--- config.mk ---
export PLATFORM = sky130hd
export DESIGN_NAME = irq_combiner
export DESIGN_NICKNAME = d
export VERILOG_FILES = /design/src/rtl/irq_combiner_pkg.sv /design/src/rtl/irq_combiner_ctl.sv /design/src/rtl/irq_combiner_dp.sv /design/src/rtl/irq_combiner.sv
export SDC_FILE = /design/constraint.sdc
export NUM_CORES = 1
export LEC_CHECK = 0
export BUFFER_PORTS_ARGS = -buffer_cell sky130_fd_sc_hd__buf_2
export CAP_MARGIN = 20
export CORE_MARGIN = 2
export CORE_UTILIZATION = 55
export CTS_BUF_LIST = sky130_fd_sc_hd__clkbuf_4 sky130_fd_sc_hd__clkbuf_8
export DETAILED_ROUTE_END_ITERATION = 8
export HOLD_SLACK_MARGIN = 0.02
export PLACE_DENSITY = 0.75
export SLEW_MARGIN = 5
export SYNTH_ARGS = -nofsm -noshare
export SYNTH_HDL_FRONTEND = slang
export SYNTH_SLANG_ARGS = --single-unit
--- constraint.sdc ---
create_clock -name clk -period 3.45 [get_ports clk]
set_input_delay 0 -clock clk [delete_from_list [all_inputs] [get_ports clk]]
set_output_delay 0 -clock clk [all_outputs]
set_load 0.01 [all_outputs]
--- src/rtl/irq_combiner_pkg.sv ---
package irq_combiner_pkg;

  typedef enum logic [1:0] {
    REG_TRIG = 2'd0,
    REG_POL  = 2'd1,
    REG_MASK = 2'd2,
    REG_PEND = 2'd3
  } regSel_e;

  typedef struct packed {
    logic wrTrig;
    logic wrPol;
    logic wrMask;
    logic clrPend;
  } regStrobe_t;

endpackage

--- src/rtl/irq_combiner_ctl.sv ---
module irq_combiner_ctl
  import irq_combiner_pkg::*;
#(
  parameter int NUM_LINES = 32,
  parameter int BUS_W     = 32
) (
  input  logic [1:0]           regAddr,
  input  logic                 regWrEn,
  input  logic [BUS_W-1:0]     regWrData,
  input  logic [NUM_LINES-1:0] trigVec,
  input  logic [NUM_LINES-1:0] polVec,
  input  logic [NUM_LINES-1:0] maskVec,
  input  logic [NUM_LINES-1:0] pendVec,
  output regStrobe_t           strobe,
  output logic [NUM_LINES-1:0] wrBits,
  output logic [BUS_W-1:0]     regRdData
);

  regSel_e sel;
  assign sel    = regSel_e'(regAddr);
  assign wrBits = regWrData[NUM_LINES-1:0];

  always_comb begin
    strobe = '0;
    if (regWrEn) begin
      unique case (sel)
        REG_TRIG: strobe.wrTrig  = 1'b1;
        REG_POL:  strobe.wrPol   = 1'b1;
        REG_MASK: strobe.wrMask  = 1'b1;
        REG_PEND: strobe.clrPend = 1'b1;
      endcase
    end
  end

  always_comb begin
    unique case (sel)
      REG_TRIG: regRdData = BUS_W'(trigVec);
      REG_POL:  regRdData = BUS_W'(polVec);
      REG_MASK: regRdData = BUS_W'(maskVec);
      REG_PEND: regRdData = BUS_W'(pendVec);
    endcase
  end

endmodule

--- src/rtl/irq_combiner_dp.sv ---
module irq_combiner_dp
  import irq_combiner_pkg::*;
#(
  parameter int NUM_LINES = 32
) (
  input  logic                 clk,
  input  logic                 rstN,
  input  regStrobe_t           strobe,
  input  logic [NUM_LINES-1:0] wrBits,
  input  logic [NUM_LINES-1:0] reqIn,
  output logic [NUM_LINES-1:0] trigVec,
  output logic [NUM_LINES-1:0] polVec,
  output logic [NUM_LINES-1:0] maskVec,
  output logic [NUM_LINES-1:0] pendVec,
  output logic                 irqOut
);

  logic [NUM_LINES-1:0] trigReg, polReg, maskReg;
  logic [NUM_LINES-1:0] reqPrev, edgeLatch, edgeSeen, clrBits, levelActive;

  // configuration registers
  always_ff @(posedge clk) begin
    if (!rstN) begin
      trigReg <= '0;
      polReg  <= '1;
      maskReg <= '1;
    end else begin
      if (strobe.wrTrig) trigReg <= wrBits;
      if (strobe.wrPol)  polReg  <= wrBits;
      if (strobe.wrMask) maskReg <= wrBits;
    end
  end

  assign clrBits = strobe.clrPend ? wrBits : '0;

  // per-line capture
  for (genvar i = 0; i < NUM_LINES; i++) begin : g_line
    logic nowActive, wasActive;
    assign nowActive      = ~(reqIn[i] ^ polReg[i]);
    assign wasActive      = ~(reqPrev[i] ^ polReg[i]);
    assign levelActive[i] = nowActive;
    assign edgeSeen[i]    = trigReg[i] & nowActive & ~wasActive;

    always_ff @(posedge clk) begin
      if (!rstN) begin
        reqPrev[i]   <= 1'b0;
        edgeLatch[i] <= 1'b0;
      end else begin
        reqPrev[i]   <= reqIn[i];
        edgeLatch[i] <= trigReg[i] ? ((edgeLatch[i] & ~clrBits[i]) | edgeSeen[i]) : 1'b0;
      end
    end

    assign pendVec[i] = trigReg[i] ? edgeLatch[i] : levelActive[i];
  end

  assign trigVec = trigReg;
  assign polVec  = polReg;
  assign maskVec = maskReg;
  assign irqOut  = |(pendVec & ~maskReg);

  // leaving reset, every line masked and no edge held
  p_reset_state_r1: assert property (@(posedge clk) disable iff (!rstN)
    $rose(rstN) |-> (maskReg == '1 && edgeLatch == '0 && !irqOut));

  // a held edge survives any cycle that does not clear it
  p_edge_sticky_r6: assert property (@(posedge clk) disable iff (!rstN)
    1'b1 |=> ((edgeLatch | ~$past(edgeLatch & trigReg & ~clrBits)) == '1));

  // an edge arriving with a clear is kept
  p_edge_beats_clear_r7: assert property (@(posedge clk) disable iff (!rstN)
    1'b1 |=> ((edgeLatch | ~$past(edgeSeen)) == '1));

  // a line in level mode holds no edge afterwards
  p_level_drops_latch_r9: assert property (@(posedge clk) disable iff (!rstN)
    1'b1 |=> ((edgeLatch & ~$past(trigReg)) == '0));

  // masking every line silences the output
  p_full_mask_quiet_r8: assert property (@(posedge clk) disable iff (!rstN)
    (strobe.wrMask && wrBits == '1) |=> !irqOut);

endmodule

--- src/rtl/irq_combiner.sv ---
module irq_combiner
  import irq_combiner_pkg::*;
#(
  parameter int NUM_LINES = 32,
  parameter int BUS_W     = 32
) (
  input  logic                 clk,
  input  logic                 rstN,
  input  logic [NUM_LINES-1:0] reqIn,
  input  logic [1:0]           regAddr,
  input  logic                 regWrEn,
  input  logic [BUS_W-1:0]     regWrData,
  output logic [BUS_W-1:0]     regRdData,
  output logic                 irqOut
);

  regStrobe_t           strobe;
  logic [NUM_LINES-1:0] wrBits, trigVec, polVec, maskVec, pendVec;

  irq_combiner_ctl #(.NUM_LINES(NUM_LINES), .BUS_W(BUS_W)) i_ctl (
    .regAddr  (regAddr),
    .regWrEn  (regWrEn),
    .regWrData(regWrData),
    .trigVec  (trigVec),
    .polVec   (polVec),
    .maskVec  (maskVec),
    .pendVec  (pendVec),
    .strobe   (strobe),
    .wrBits   (wrBits),
    .regRdData(regRdData)
  );

  irq_combiner_dp #(.NUM_LINES(NUM_LINES)) i_dp (
    .clk    (clk),
    .rstN   (rstN),
    .strobe (strobe),
    .wrBits (wrBits),
    .reqIn  (reqIn),
    .trigVec(trigVec),
    .polVec (polVec),
    .maskVec(maskVec),
    .pendVec(pendVec),
    .irqOut (irqOut)
  );

endmodule

# == Yosys cells after proc, flatten, opt, wreduce, memory -nomap -nowiden ==
# Index checks and enable logic that the tools add are counted.
# word_totals
out_inout_bits,33
register_bits,160
# classes
n_bitwise,258
n_eq_ne,3
reduce_logical,34
n_mux,39
# op_table
op,n
32-bit case mux with 4 select lines,1
1-bit bitwise AND,96
1-bit NOT,64
2-bit AND reduction,32
1-bit bitwise XOR,64
1-bit 2-to-1 mux,36
32-bit bitwise AND,1
32-bit 2-to-1 mux,1
32-bit NOT,1
1-bit OR,32
32-bit OR reduction,1
2-bit == test (second input constant),2
4-bit 2-to-1 mux,1
2-bit by 1-bit == test with 1-bit output (second input constant),1
2-bit zero test,1

# == Depth between registers and ports, before layout ==
# Gate-level depths: netlist of the first run.
# logic_depth
word_depth,7
mapped_depth,7
mapped_depth_nobuf,5

# == Cells and area by module ==
# A second synthesis of the first run with hierarchy kept.
# hier_totals
cells_unflattened,904
hier_area_um2,8127.8
# by_module_without_submodules
module,seq_area_each_um2,instances,area_each_um2,cells_each
irq_combiner_dp,3203.1,1,7038.0,828
irq_combiner_ctl,0.0,1,1089.8,76

# == Worst setup path after synthesis of the first run ==
# Ideal clock, no wire load.
# synth_timing
path_type,flip-flop to output port
from,"register i_dp.polReg[19], in the netlist i_dp.polVec[19]"
to,output irqOut
arrival_time_ps,1464
path_stages_with_launch,6
t_required_ps,3450
setup_slack_ps,1986
path_cell_list,dfxtp_1 -> xor2_1 -> o21ai_1 -> a2111oi_2 -> nand4_1 -> or4_1
# synth_via
elab_chain_cells,5
# synth_rtl
item,line,source
from (decl),irq_combiner_dp.sv:18,"logic [NUM_LINES-1:0] trigReg, polReg, maskReg;"
from (signal assigned),irq_combiner_dp.sv:29,if (strobe.wrPol) polReg <= wrBits;
1-bit bitwise XOR,irq_combiner_dp.sv:39,assign nowActive = ~(reqIn[i] ^ polReg[i]);
1-bit NOT,irq_combiner_dp.sv:39,
1-bit 2-to-1 mux,irq_combiner_dp.sv:54,assign pendVec[i] = trigReg[i] ? edgeLatch[i] : levelActive[i];
32-bit bitwise AND,irq_combiner_dp.sv:60,assign irqOut = |(pendVec & ~maskReg);
32-bit OR reduction,irq_combiner_dp.sv:60,
to (decl),irq_combiner.sv:14,output logic irqOut
# Every way passes these cells.

# == Final worst setup path of the first run ==
# layout_timing
from,"register i_dp.polReg[11], in the netlist i_dp.polVec[11]"
to,output irqOut
# Same word-level chain as after synthesis.

==> flow_summary.json, run 1 <==
{
  "critical_path_depth": 6,
  "r2r-start": "i_dp.polVec[30]",
  "gp_congestion": 0.878,
  "min-delay-start": "regWrEn",
  "path_max_fanout": 4,
  "die_area_um2": 16100,
  "finalNetCount": 1361,
  "avgSynthCellArea_um2": 7.14,
  "synth_top_area_frac": 0.387,
  "viasPerCell": 5.71,
  "cp_cell_sequence": "xor2_1 > nor3_1 > nor3_1 > o211ai_1 > or4_1 > buf_2",
  "worst-path-buf-inv": 1,
  "syn_nets": 1228,
  "postCtsSetupRepairBufs": 0,
  "ys_seq_area_frac": 0.387,
  "cts_buffers": 17,
  "grt_pass1_wl_um": 38600,
  "remaining_drc_errors": 0,
  "start_util": 0.565,
  "layout_min_cycle_time_ps": 2340,
  "leakagePower_nw": 4.16,
  "holdCritPathClass": "input pin to flip-flop",
  "grt_pass1_vias": 7680,
  "slew_violations": 0,
  "arrival_ps": 2340,
  "skew_ps": 8.12,
  "synthFlopType": "dfxtp_1",
  "status": "finished, final reports clean",
  "synth_seq_cells": 160,
  "wl_per_cell_um": 15.9,
  "dpl.hpwl_um": 15700,
  "io_pins": 102,
  "grt_util_met1": 0.420,
  "die_w_um": 127,
  "seq_power_share": 0.479,
  "root_buffer": "clkbuf_8",
  "achievable-frequency_mhz": 427,
  "post-route-period-util": 0.678,
  "portBuffers": 101,
  "antenna_found_initial": 0,
  "area_delta_synth_final_pct": 20.2,
  "cp_slowest_cell": "or4_1",
  "numClockSinks": 160,
  "synth_cell_types": 38,
  "max_stage_delay_ps": 590,
  "critPathKind": "flip-flop to primary output",
  "timing.rr.end": "i_dp.edgeLatch[30]",
  "critical-path-top-delay-family": "simple AND/OR/NAND/NOR gates",
  "syn-cell-area_um2": 8280,
  "cts_buffer_depth": 2,
  "crit_required_ps": 3450,
  "cts_hold_buf": 64,
  "die_h_um": 127,
  "met2_usage": 0.480,
  "ant_nets": 0,
  "slew_headroom": 0.417,
  "finish.instance_area_um2": 9950,
  "tightest_slew_ps": 874,
  "synth-edff-count": 0,
  "rsz0062_at_grt": "no",
  "power_switching_w": 0.00115,
  "reg2reg_depth": 3,
  "vias": 8495,
  "cts.reportedPaths.clkPinSlew_ps": 80,
  "hold_end": "i_dp.polVec[30]",
  "power.total_w": 0.00417,
  "maxCapViolCount": 0,
  "holdPathStages": 5,
  "cts-resized-gates": 0,
  "rows": 44,
  "p_int_w": 0.00303,
  "p_sw_frac": 0.275,
  "routed_wl_um": 23600,
  "timing.setup.tns_ps": 0,
  "coreArea_um2": 14600,
  "cts_tree": "built",
  "end_kind": "primary output",
  "clk_latency_ps": 460,
  "grt_usage": 0.300,
  "grt_max_degree": 91,
  "placed_cell_area_um2": 8880,
  "dr.pass1.iters": 5,
  "synth_cells": 1159,
  "synth_top_area_cell": "dfxtp_1",
  "fin_hold_ws_ps": 97.0,
  "yosys-top-cells-area": "dfxtp_1 (39%), nand2_1 (13%), nand3_1 (5.7%)",
  "setup_viol": 0,
  "pwr-share-comb": 0.156,
  "powerDensity_nw_per_um2": 420,
  "yosysWarnings": 0,
  "hold_viol_final": 0,
  "grt_busiest_layer": "met2",
  "async_flop_share": 0,
  "grt.overflow.total": 0,
  "ff2ff_setup_slack_ps": 2460,
  "drive_gt1_frac": 0.120,
  "drt_iter0_drc": 685,
  "cpMostUsedCell": "nor3_1",
  "diodes": 0,
  "vdd_drop_max_uv": 368,
  "cts_htree_levels": 4,
  "met3_usage": 0.0540,
  "p_clk_frac": 0.365,
  "start_kind": "flip-flop"
}
-- tightest hold or removal path, stage by stage --
cell and delay [ps]:
buf_2 130, nand2_1 120, or2_2 150, nand2_1 50, nand3_1 60
-- power by group through the flow --
stage | combinational [W] | sequential, W | clock, W
after global placement | 0.000577 | 0.00204 | 0
after CTS | 0.000644 | 0.00200 | 0.00154
after floorplan | 0.000376 | 0.00202 | 0
final | 0.000651 | 0.00200 | 0.00152
after global routing | 0.000721 | 0.00201 | 0.00161
after detailed placement | 0.000585 | 0.00204 | 0
-- worst max path at each step --
stage	endpoint	startpoint
after CTS	irqOut	i_dp.polVec[21]
after global routing	irqOut	i_dp.polVec[14]
after global placement	regRdData[29]	regAddr[1]
final	irqOut	i_dp.polVec[11]
after floorplan	irqOut	i_dp.polVec[19]
after detailed placement	i_dp.maskVec[14]	regAddr[1]
-- cell type report --
class	count	area, um^2
Fill cell	1261	4690
Timing Repair Buffer	177	1250
Sequential cell	160	3200
Multi-Input combinational cell	873	4590
Clock inverter	11	163
Clock buffer	20	269
Tap cell	184	230
Inverter	63	236
-- metrics by stage --
step | util | setup slack [ps] | std cells
after global routing | 0.679 | 1000 | 1488
after floorplan | - | 1990 | 1159
after CTS | 0.679 | 1110 | 1488
after global placement | 0.606 | 1610 | 1393
final | 0.679 | 1110 | 1488
after detailed placement | 0.606 | 1550 | 1393
-- placed cells by master, fill, tap and decap left out, types with 3 or more instances in the layout --
cell type      Yosys  final
o22ai_1           14     14
clkinv_2           0      4
a21boi_0          25     25
o21ai_0           94     94
xor2_1            32     32
nor4_1             3      3
dlygate4sd3_1      0     64
clkinvlp_4         0      3
nand4_1            3      3
nand3_1           94     94
nand2_1          291    291
o32ai_1            9      9
nor3_1            16     16
bufinv_16          0      4
buf_4              0     13
and2_1            32     32
a21oi_1           32     32
nor2_1           102    102
o211ai_1          32     32
or2_2              9      9
a21boi_1           7      7
buf_2             15     99
clkbuf_8           0     19
dfxtp_1          160    160
a221oi_1          32     32
inv_1             63     63
mux2i_1           31     31
-- state kept, by name (all words and copies together), names as in the netlist --
signal and flops:
i_dp.edgeLatch 32, i_dp.maskVec 32, i_dp.polVec 32, i_dp.reqPrev 32, i_dp.trigVec 32
-- cell usage after synthesis, types with 14 or more instances --
library cell,count
o22ai_1,14
nor3_1,16
buf_2,15
xor2_1,32
mux2i_1,31
a221oi_1,32
o211ai_1,32
inv_1,63
nand3_1,94
and2_1,32
dfxtp_1,160
nor2_1,102
nand2_1,291
o21ai_0,94
a21oi_1,32
clkbuf_1,45
a21boi_0,25
-- cells by family (layout without fill, tap and decap cells) --
group | count (synthesis) | after routing | synth area share
XOR/XNOR | 32 | 32 | 0.0339
multiplexers | 31 | 31 | 0.0375
AO/OA/AOI/OAI | 251 | 251 | 0.194
buffers and inverters | 126 | 271 | 0.0594
AND/OR/NAND/NOR | 559 | 559 | 0.288
flip-flops | 160 | 160 | 0.387
-- metal layers --
metal  vias to the layer above  part of all wire
met5                         -                 0
met4                         0             0.018
met3                        29             0.066
met2                       317              0.46
met1                      3934              0.45
li1                       4215                 -
Power figures use the tool's default switching activity.
==> run 2: changes to the inputs <==
Settings changed: PLACE_DENSITY 0.75 to 0.78.
Clock period 3.45 ns to 1.95 ns, I/O delays scaled along.
==> run 2 against run 1 <==
The run now ends with DRC, setup timing left. First-iteration DRC count is 16% higher. Flip-flop and latch count stayed put. Wire length rose by 6.5%. Clock power increased by 68%. Non-clock buffer count is 13 higher. Die area unchanged. Sequential power increased by 77%. Critical path depth unchanged.
==> flow_summary.json, run 2 (synthesis results as in run 1) <==
{
  "status": "complete, but fails checks",
  "violations": "DRC, setup timing",
  "num-fill-cells": 1196,
  "wl_per_cell_um": 16.7,
  "cp_cell_sequence": "xor2_1 > nor3_1 > nor3_1 > o211ai_1 > or4_4 > buf_6",
  "achievable-frequency_mhz": 448,
  "final_cell_mix": "nand2_1 (291), dfxtp_1 (135), nor2_1 (102), buf_2 (98)",
  "crit_required_ps": 1950,
  "hold_viol_final": 0,
  "end_kind": "primary output",
  "timing.rr.end": "i_dp.maskVec[16]",
  "max_stage_delay_ps": 590,
  "critPathKind": "flip-flop to primary output",
  "slew_violations": 0,
  "wl_met1_um": 10800,
  "grt_usage": 0.314,
  "ff2ff_setup_slack_ps": 770,
  "highest_layer": "met4",
  "setup_viol": 1,
  "arrival_ps": 2230,
  "slew_headroom": 0.355,
  "skew_ps": 7.93,
  "routed_wl_um": 25200,
  "rows": 44,
  "powerDensity_nw_per_um2": 719,
  "power.total_w": 0.00732,
  "maxCapViolCount": 0,
  "io_pins": 102,
  "critical-path-top-delay-family": "simple AND/OR/NAND/NOR gates",
  "ant_nets": 0,
  "dr.pass1.iters": 7,
  "worst-path-buf-inv": 1,
  "clk_latency_ps": 470,
  "cts_buffers": 17,
  "placed_cell_area_um2": 8970,
  "start_util": 0.565,
  "grt_pass1_vias": 8050,
  "cp_slowest_cell": "or4_4",
  "portBuffers": 101,
  "cpMostUsedCell": "nor3_1",
  "numClockSinks": 160,
  "post-route-period-util": 1.14,
  "r2r-start": "i_dp.maskVec[16]",
  "remaining_drc_errors": 2,
  "gp_congestion": 0.933,
  "fin_hold_ws_ps": 52.8,
  "cts_tree": "built",
  "finalNetCount": 1374,
  "vias": 8659,
  "layout_min_cycle_time_ps": 2230,
  "drt_iter0_drc": 795,
  "timing.setup.tns_ps": -280,
  "start_kind": "flip-flop",
  "worst_slack_ps": -280,
  "grt_pass1_wl_um": 40300,
  "coreArea_um2": 14600,
  "critical_path_depth": 6,
  "die_h_um": 127,
  "rsz0062_at_grt": "yes",
  "cts.reportedPaths.clkPinSlew_ps": 80,
  "path_max_fanout": 4,
  "mostFrequentLayoutCell": "nand2_1",
  "viasPerCell": 5.76,
  "cts_buffer_depth": 2,
  "drive_gt1_frac": 0.150,
  "root_buffer": "clkbuf_8",
  "grt_max_degree": 73,
  "tightest_slew_ps": 968,
  "grt.overflow.total": 0,
  "die_w_um": 127,
  "final_core_util": 0.695,
  "finish.instance_area_um2": 10200,
  "met2_wirelength_um": 11600,
  "holdCritPathClass": "input pin to flip-flop",
  "die_area_um2": 16100,
  "area_delta_synth_final_pct": 23.0,
  "antenna_found_initial": 2,
  "met3WireLength_um": 2210,
  "leakagePower_nw": 4.25,
  "cts_htree_levels": 4,
  "dpl.hpwl_um": 15900,
  "reg2reg_depth": 3,
  "crit_path_start": "i_dp.polVec[22]",
  "endpoint": "irqOut",
  "vdd_drop_max_uv": 704
}
-- run 2: how the worst min path moves through the flow --
stage / from / endpoint / slack [ps] / depth (start not counted)
final: reqIn[11] / i_dp.edgeLatch[11] / 50 / 5
after CTS: reqIn[11] / i_dp.edgeLatch[11] / 20 / 5
after global routing: reqIn[29] / i_dp.edgeLatch[29] / 60 / 5
after detailed placement: regWrData[16] / i_dp.maskVec[16] / 270 / 3
after floorplan: reqIn[0] / i_dp.reqPrev[0] / 120 / 1
after global placement: regWrData[20] / i_dp.maskVec[20] / 270 / 3
-- run 2: layer usage --
layer,up-vias,track usage
met4,0,0.112
met5,-,0
met3,47,0.0662
met2,360,0.507
met1,4026,0.418
li1,4226,-
-- run 2: worst min-delay path, delay by kind of cell --
family	cells	cell delay [ps]
simple gates	3	280
compound gates	1	60
buf+inv	1	140
-- run 2: metrics by stage --
stage / instances / setup WS, ps
6_report: 1504 / -280
5_1_grt: 1503 / -360
3_5_place_dp: 1399 / 135
4_1_cts: 1502 / -295
2_1_floorplan: 1159 / 486
3_3_place_gp: 1399 / 150
-- run 2: cell type report --
cell class              instances  area [um^2]  share of cell area
clock buffers                  20          263              0.0258
flip-flops and latches        160         3240               0.318
repair buffers                190         1420               0.139
well taps                     184          230              0.0226
inverters                      63          236              0.0232
diodes                          2         5.00            0.000492
multi-input cells             873         4650               0.457
clock inverters                12          141              0.0139
-- run 2: report_power, final --
part           switching, W  internal, W
clock network       0.00123      0.00131
logic              0.000692     0.000539
registers          0.000138      0.00340
total               0.00206      0.00525
-- run 2: repair_timing --
action / in CTS / in global routing
resized for setup: 24 / 11
gates cloned: 0 / 0
setup endpoints to repair: 1 / 1
endpoints found under the hold margin: 160 / 0
pin swaps: 8 / 4
hold buffers: 69 / 0
setup buffers: 2 / 0
==> run 3: changes to the inputs <==
Clock period 1.95 ns to 2 ns, I/O delays scaled along.
==> run 3 against run 2 <==
Highest routed layer unchanged. Wire length increased by 1.7%. Critical endpoint unchanged. The flow finishes with violations (setup timing). Clock power decreased by 11%. Flip-flop and latch count unchanged. Largest power group unchanged. Count of clock-buffer cells in the layout increased by 3.
==> flow_summary.json, run 3 (synthesis results as in run 1) <==
{
  "area_delta_synth_final_pct": 23.3,
  "die_h_um": 127,
  "critical-path-top-delay-family": "simple AND/OR/NAND/NOR gates",
  "clk_latency_ps": 460,
  "place_ws_ps": 163,
  "skew_ps": 10.6,
  "dpl.hpwl_um": 16200,
  "routed_wl_um": 25600,
  "holdCritPathClass": "input pin to flip-flop",
  "slew_violations": 0,
  "vdd_drop_max_uv": 436,
  "rsz0062_at_grt": "yes",
  "critPathKind": "flip-flop to primary output",
  "ant_nets": 0,
  "start_util": 0.565,
  "grt.overflow.total": 0,
  "powerDensity_nw_per_um2": 681,
  "rows": 44,
  "antenna_found_initial": 0,
  "cp_cell_sequence": "xor2_1 > nor3_2 > a2111oi_2 > nand4_1 > or4_4 > buf_6",
  "wl_per_cell_um": 17.0,
  "cts_buffer_depth": 2,
  "dr.pass1.iters": 8,
  "grt_max_degree": 76,
  "die_area_um2": 16100,
  "achievable-frequency_mhz": 455,
  "maxCapViolCount": 0,
  "grt_usage": 0.316,
  "gp_congestion": 0.904,
  "slew_headroom": 0.373,
  "setup_viol": 1,
  "hold_viol_final": 0,
  "start_kind": "flip-flop",
  "arrival_ps": 2200,
  "coreArea_um2": 14600,
  "cts_htree_levels": 4,
  "max_stage_delay_ps": 470,
  "io_pins": 102,
  "worst-path-buf-inv": 1,
  "vias": 8807,
  "portBuffers": 101,
  "root_buffer": "clkbuf_8",
  "tightest_slew_ps": 940,
  "numClockSinks": 160,
  "cts_buffers": 17,
  "remaining_drc_errors": 0,
  "leakagePower_nw": 4.26,
  "grt_pass1_wl_um": 40500,
  "diodes": 0,
  "layout_min_cycle_time_ps": 2200,
  "status": "complete, but fails checks",
  "final_cell_mix": "nand2_1 (291), dfxtp_1 (133), nor2_1 (102), buf_2 (98)",
  "cp_slowest_cell": "or4_4",
  "finalNetCount": 1384,
  "worst_slack_ps": -195,
  "mostFrequentLayoutCell": "nand2_1",
  "die_w_um": 127,
  "end_kind": "primary output",
  "ff2ff_setup_slack_ps": 870,
  "post-route-period-util": 1.10,
  "cts_tree": "built",
  "dp_cells": 1401,
  "viasPerCell": 5.84,
  "violations": "setup timing",
  "drt_iter0_drc": 899,
  "final_cells": 1508,
  "path_max_fanout": 3,
  "drive_gt1_frac": 0.155,
  "crit_required_ps": 2000,
  "grt_pass1_vias": 7951,
  "cts.reportedPaths.clkPinSlew_ps": 80
}
==> run 3: cell types whose count changed in the layout (fill, tap and decap cells not counted), moves of 2 or more <==
cell,change
clkbuf_8,+3
dlygate4sd3_1,+3
clkinvlp_4,+2
clkinv_2,-6
bufinv_16,-2
o32ai_2,+2
buf_4,+8
o32ai_1,-2
dfxtp_1,-2
diode_2,-2
dfxtp_2,+2
==> run 3: layout make-up <==
cell class                 count  area (um^2)
fill                        1215         4440
tap                          184          230
sequential                   160         3240
timing repair buffer         200         1490
multi-input combinational    873         4650
clock inverter                 5         57.6
inverter                      63          236
clock buffer                  23          304
==> run 3: tightest hold or removal path, cell delays in order <==
cell and delay (ps):
buf_2 120, nand2_1 70, nor2_1 80, a221oi_1 60, nor2_1 120
==> run 3: power breakdown <==
group | switching [W] | internal, W | total, W
clock | 0.00117 | 0.00111 | 0.00228
combinational | 0.000679 | 0.000537 | 0.00122
sequential | 0.000136 | 0.00332 | 0.00345
==> run 3: per-stage QoR <==
stage	instance area (um^2)	utilization	power [W]	TNS (ps)	hold WS [ps]
2_1_floorplan	8280	-	0.00413	0	122
3_3_place_gp	8970	0.613	0.00453	0	264
3_5_place_dp	8970	0.613	0.00456	0	271
4_1_cts	10100	0.693	0.00691	-212	23.3
5_1_grt	10200	0.697	0.00723	-261	54.5
6_report	10200	0.697	0.00695	-195	36.1
==> run 3: timing repair <==
item,CTS,global route
setup buffers,4,3
setup endpoints to repair,1,1
resized for setup,26,12
endpoints found under the hold margin,160,0
hold buffers,72,0
pin swaps,4,6
==> run 3: worst paths after layout <==
check,from,end,depth (start not counted)
min reg2reg,i_dp.trigVec[27],i_dp.edgeLatch[27],2
max,i_dp.polVec[6],irqOut,6
min,reqIn[11],i_dp.edgeLatch[11],5
max reg2reg,i_dp.polVec[3],i_dp.edgeLatch[3],6
==> run 3: routing by layer <==
metal | GRT usage | share of wire | wire, um
met3 | 0.0519 | 0.081 | 2070
met2 | 0.506 | 0.45 | 11600
met1 | 0.437 | 0.44 | 11100
met5 | 0 | 0 | 0
met4 | 0.106 | 0.029 | 732
